`src/rtl/fs_corr_pkg.sv`:
```
package fs_corr_pkg;
   localparam int unsigned N_CODES = 3;

   typedef enum logic [1:0] {
      SEL_NEG   = 2'd0,
      SEL_POS   = 2'd1,
      SEL_NOACT = 2'd2
   } code_sel_e;
endpackage

```
`src/rtl/fs_history.sv`:
```
module fs_history #(
   parameter int unsigned WORD_W     = 8,
   parameter int unsigned HIST_WORDS = 10
) (
   input  logic                  clk,
   input  logic                  rst_n,
   input  logic                  shift_en,
   input  logic                  din,
   output logic [HIST_WORDS-1:0] column
);
   localparam int unsigned DEPTH = WORD_W * HIST_WORDS;

   logic [DEPTH-1:0] hist_q;

   always_ff @(posedge clk or negedge rst_n) begin
      if (!rst_n)        hist_q <= '0;
      else if (shift_en) hist_q <= {hist_q[DEPTH-2:0], din};
   end

   // column[0] is the oldest word, column[HIST_WORDS-1] the word just before the live bit
   for (genvar k = 0; k < HIST_WORDS; k++) begin : g_tap
      assign column[k] = hist_q[(HIST_WORDS - k) * WORD_W - 1];
   end
endmodule

```
`src/rtl/fs_code_cmp.sv`:
```
module fs_code_cmp #(
   parameter int unsigned           VEC_W = 11,
   parameter logic [VEC_W-1:0]      CODE  = '0
) (
   input  logic [VEC_W-1:0] vec,
   output logic             hit
);
   assign hit = (vec == CODE);
endmodule

```
`src/rtl/fs_search_ctrl.sv`:
```
module fs_search_ctrl
   import fs_corr_pkg::*;
#(
   parameter int unsigned WORD_W     = 8,
   parameter int unsigned HIST_WORDS = 10
) (
   input  logic               clk,
   input  logic               rst_n,
   input  logic               bit_en,
   input  logic               rearm,
   input  logic [N_CODES-1:0] hits,
   output logic               shift_en,
   output logic               sync_found,
   output logic [1:0]         code_idx,
   output logic [$clog2(WORD_W)-1:0] match_offset
);
   localparam int unsigned OFS_W    = $clog2(WORD_W);
   localparam int unsigned FILL_MAX = WORD_W * HIST_WORDS;
   localparam int unsigned FILL_W   = $clog2(FILL_MAX + 1);

   logic [OFS_W-1:0]  pos_q;
   logic [FILL_W-1:0] fill_q;
   logic              locked_q;
   logic              accept, armed, fire;
   code_sel_e         enc;

   assign accept   = bit_en & ~rearm;
   assign shift_en = accept;
   assign armed    = ~locked_q & (fill_q == FILL_W'(FILL_MAX));
   assign fire     = accept & armed & (|hits);

   always_comb begin
      enc = SEL_NEG;
      for (int i = N_CODES - 1; i >= 0; i--) begin
         if (hits[i]) enc = code_sel_e'(i);
      end
   end

   always_ff @(posedge clk or negedge rst_n) begin
      if (!rst_n) begin
         pos_q        <= '0;
         fill_q       <= '0;
         locked_q     <= 1'b0;
         sync_found   <= 1'b0;
         code_idx     <= 2'd0;
         match_offset <= '0;
      end else if (rearm) begin
         pos_q      <= '0;
         fill_q     <= '0;
         locked_q   <= 1'b0;
         sync_found <= 1'b0;
      end else begin
         sync_found <= fire;
         if (accept) begin
            pos_q <= (pos_q == OFS_W'(WORD_W - 1)) ? '0 : pos_q + 1'b1;
            if (fill_q != FILL_W'(FILL_MAX)) fill_q <= fill_q + 1'b1;
         end
         if (fire) begin
            locked_q     <= 1'b1;
            code_idx     <= enc;
            match_offset <= pos_q;
         end
      end
   end
endmodule

```
`src/rtl/fs_code_correlator.sv`:
```
module fs_code_correlator
   import fs_corr_pkg::*;
#(
   parameter int unsigned         WORD_W     = 8,
   parameter int unsigned         HIST_WORDS = 10,
   parameter logic [HIST_WORDS:0] CODE_NEG   = 11'b10110001011,
   parameter logic [HIST_WORDS:0] CODE_POS   = 11'b11001110101,
   parameter logic [HIST_WORDS:0] CODE_NOACT = 11'b10000111001
) (
   input  logic                      clk,
   input  logic                      rst_n,
   input  logic                      bit_en,
   input  logic                      din,
   input  logic                      rearm,
   output logic                      sync_found,
   output logic [1:0]                code_idx,
   output logic [$clog2(WORD_W)-1:0] match_offset
);
   localparam int unsigned VEC_W = HIST_WORDS + 1;
   localparam logic [N_CODES-1:0][VEC_W-1:0] CODES = {CODE_NOACT, CODE_POS, CODE_NEG};

   if (WORD_W < 2) begin : g_bad_width
      $error("WORD_W must be at least 2");
   end
   if (HIST_WORDS < 1) begin : g_bad_depth
      $error("HIST_WORDS must be at least 1");
   end
   if (CODE_NEG == CODE_POS || CODE_NEG == CODE_NOACT || CODE_POS == CODE_NOACT) begin : g_bad_codes
      $error("stuff command codes must be distinct");
   end

   logic                  shift_en;
   logic [HIST_WORDS-1:0] column;
   logic [VEC_W-1:0]      vec;
   logic [N_CODES-1:0]    hits;

   fs_history #(.WORD_W(WORD_W), .HIST_WORDS(HIST_WORDS)) u_hist (
      .clk(clk), .rst_n(rst_n), .shift_en(shift_en), .din(din), .column(column)
   );

   // live bit is the newest column entry and is used without storage
   assign vec = {din, column};

   for (genvar g = 0; g < N_CODES; g++) begin : g_cmp
      fs_code_cmp #(.VEC_W(VEC_W), .CODE(CODES[g])) u_cmp (
         .vec(vec), .hit(hits[g])
      );
   end

   fs_search_ctrl #(.WORD_W(WORD_W), .HIST_WORDS(HIST_WORDS)) u_ctrl (
      .clk(clk), .rst_n(rst_n), .bit_en(bit_en), .rearm(rearm), .hits(hits),
      .shift_en(shift_en), .sync_found(sync_found), .code_idx(code_idx),
      .match_offset(match_offset)
   );
endmodule

```
`config.mk`:
```
export PLATFORM = sky130hd
export DESIGN_NAME = fs_code_correlator
export DESIGN_NICKNAME = d
export VERILOG_FILES = /design/src/rtl/fs_corr_pkg.sv /design/src/rtl/fs_history.sv /design/src/rtl/fs_code_cmp.sv /design/src/rtl/fs_search_ctrl.sv /design/src/rtl/fs_code_correlator.sv
export SDC_FILE = /design/constraint.sdc
export NUM_CORES = 1
export LEC_CHECK = 0
export BUFFER_PORTS_ARGS = -buffer_cell sky130_fd_sc_hd__buf_2
export CORE_MARGIN = 2
export CORE_UTILIZATION = 30
export DETAILED_ROUTE_END_ITERATION = 7
export GPL_TIMING_DRIVEN = 0
export PLACE_DENSITY = 0.45
export REMOVE_ABC_BUFFERS = 1
export SKIP_LAST_GASP = 1
export SLEW_MARGIN = 20
export SYNTH_ARGS = -nofsm -noshare
export SYNTH_HDL_FRONTEND = slang
export SYNTH_HIERARCHICAL = 1
export SYNTH_SLANG_ARGS = --single-unit
```
`constraint.sdc`:
```
create_clock -name clk -period 5.3 [get_ports clk]
set_input_delay 0.795 -clock clk [delete_from_list [all_inputs] [get_ports clk]]
set_output_delay 0.795 -clock clk [all_outputs]
set_load 0.02 [all_outputs]
```
==> metrics.txt <==
vias in the first global route=2208; cts repair resizes=0; Setup Viol. Count Final=0; Placed Cells=444; CP max stage cell=nor2b_4; Final ANT Viol Nets=0; maxcap violations=0; clk_skew=0.007932 ns; post-CTS setup buffer count=0; Setup TNS=0 ns; n_diodes=0; Synth Instances=266; CTS Buffer Depth=2; area occupied by multi-input gates=1732 um^2; Clock Pin Slew Worst Setup and Hold Paths=0.06 ns; RSZ-0062 raised after global routing=false; Arrival @ worst endpoint=2.51 ns; via count=1993; Least-Margin Pin Slew=0.6350 ns; pin count of the biggest net entering global routing=72; DRC=0; I/O Pins=11; Final #Nets=280; CTS Buf Count=9; ys flop type=dfrtp_1; GR Util All Layers=0.09083; first-pass GRT wire length=11420 um; initial antenna violation count=0; Fill cells=1381; fmax=0.4374 GHz; Largest stage delay, worst path=0.60 ns; Vias/cell=4.342; commonest cells after routing, fill and taps aside=dfrtp_1, mux2_4, nor2_1; Buf+Inv Stages, Crit Path=4; Fin. Hold Viols=0; fin. max-slew vios=0; Netlist cell types=35; non-filler instance count after layout=459; CP endpoint kind=flip-flop; Root Buffer Master=clkbuf_16; Leak=0.002393 uW; most common cell after layout, fill and taps aside=dfrtp_1; crit-path cells=buf_2, nor2b_4, buf_16, buf_16, buf_16, mux2_4; CP Launch Type=input port; global route overflow=0; Area growth, synth to finish=11.72%; Syn Area/Cell=16.61 um^2; row count=44; CTS Sinks=97; worst vdd ir=0.0001367 V; core footprint=14480 um^2; DR iter-0 viols=75; sequential share of the synthesized area=0.5494; critical path fanouts, max=16; die area=15710 um^2; status=completed; WL per Instance=13.82 um; power density over the cells=345.1 nW/um^2; layout cells sized above 1=0.4509; hpwl dp=3915 um; setup slack, reg-to-reg=3.40 ns; Starting Density=0.3051; 1st-pass router iterations=4; top cells by area, synth=dfrtp_1, mux2_4, buf_12; share of Yosys cell area claimed by the top area cell type=0.5494; Post-Syn Area=4418 um^2; fin crit period=2.286 ns; die span in x=125.4 um; Slew HR=0.5758; kind of critical path=in2reg; Storage cell area=2427 um^2; Worst Hold Class=in2async; period utilization=0.4314; clock latency on the worst-skew pair=0.34 ns; gp weighted congestion=0.6707; synthesis-stage register bit count=97; delay-heaviest family, CP=buffers and inverters; CTS tree=done; Worst EP required=5.52 ns; Die H=125.4 um; YS warnings=6; ys async rst share=1.000; IO buf count=10; H-tree Lvls=3; number of synthesized flops with an enable pin=0; area leader, netlist=dfrtp_1; final wirelength=6345 um; most frequent CP cell=buf_16; hold buffer count at cts=0
## layout make-up
type,instances,share of cell area
Clock buffer,10,0.04842
Sequential cell,97,0.4918
Tap cell,184,0.04664
Inverter,2,0.001521
Clock inverter,5,0.01597
Multi-Input combinational cell,145,0.3508
Timing Repair Buffer,16,0.04487
## cells in the mapped netlist (3+ instances only)
| library cell | count |
|---|---|
| a21oi_1 | 3 |
| buf_12 | 8 |
| buf_4 | 10 |
| dfrtp_1 | 97 |
| ha_1 | 4 |
| mux2_2 | 5 |
| mux2_4 | 80 |
| mux2i_1 | 4 |
| nand2_1 | 4 |
| nand2b_1 | 4 |
| nand4_1 | 3 |
| nor2_1 | 10 |
| or3_1 | 3 |
## state kept, by name (all words and copies together) (netlist names)
name,flops
u_hist/hist_q,80
u_ctrl/fill_q,7
u_ctrl/match_offset,3
u_ctrl/pos_q,3
u_ctrl/code_idx,2
u_ctrl/locked_q,1
u_ctrl/sync_found,1
## report_power, final
group | switching (uW) | total, uW | internal [uW] | leakage, uW
clock network | 276 | 699 | 424 | 0.000159
registers | 40.6 | 839 | 798 | 0.00133
logic | 57.6 | 165 | 108 | 0.000906
## kinds of logic after synthesis
| logic type | count (synthesis) | share of synthesized area |
|---|---|---|
| buffers and inverters | 24 | 0.06032 |
| XOR/XNOR | 2 | 0.003966 |
| multiplexers | 89 | 0.2937 |
| AND/OR/NAND/NOR | 40 | 0.06514 |
| adder cells (fa/ha/maj) | 4 | 0.01133 |
| AO/OA/AOI/OAI | 10 | 0.01614 |
| flip-flops | 97 | 0.5494 |
## metal layers
layer | track usage | wire length [um] | share of wire | vias up
met5 | 0 | 0 | 0 | -
met4 | 0.03399 | 108 | 0.017 | 0
met3 | 0.03252 | 215 | 0.034 | 9
met2 | 0.1279 | 2612 | 0.41 | 17
met1 | 0.1281 | 3408 | 0.54 | 1019
li1 | - | - | - | 948
## worst paths after layout
check                                                    from                                  to  cells past startpoint
max in group asynchronous                               rst_n       u_hist/hist_q[49]$_DFFE_PN0P_                      2
setup reg to reg                u_hist/hist_q[23]$_DFFE_PN0P_  u_ctrl/match_offset[0]$_DFFE_PN0P_                      5
hold reg to reg            u_ctrl/match_offset[0]$_DFFE_PN0P_  u_ctrl/match_offset[0]$_DFFE_PN0P_                      1
hold / removal                                          rst_n         u_ctrl/pos_q[0]$_DFFE_PN0P_                      1
setup / recovery                                       bit_en       u_hist/hist_q[51]$_DFFE_PN0P_                      6
min in group clk           u_ctrl/match_offset[0]$_DFFE_PN0P_  u_ctrl/match_offset[0]$_DFFE_PN0P_                      1
## through the flow
| step | hold slack (ns) | total power [uW] | instance area [um^2] | setup slack [ns] | utilization |
|---|---|---|---|---|---|
| finish | 0.3160 | 1703 | 4936 | 3.014 | 0.3409 |
| global route | 0.3291 | 1780 | 4936 | 2.943 | 0.3409 |
| CTS | 0.3069 | 1736 | 4936 | 3.011 | 0.3409 |
| detailed placement | 0.4923 | 1018 | 4618 | 2.642 | 0.3190 |
| global placement | 0.4850 | 1020 | 4439 | -3.900 | 0.3066 |
| floorplan | 0.4817 | 973.2 | 4159 | -1.949 | - |
Power figures use the tool's default switching activity.
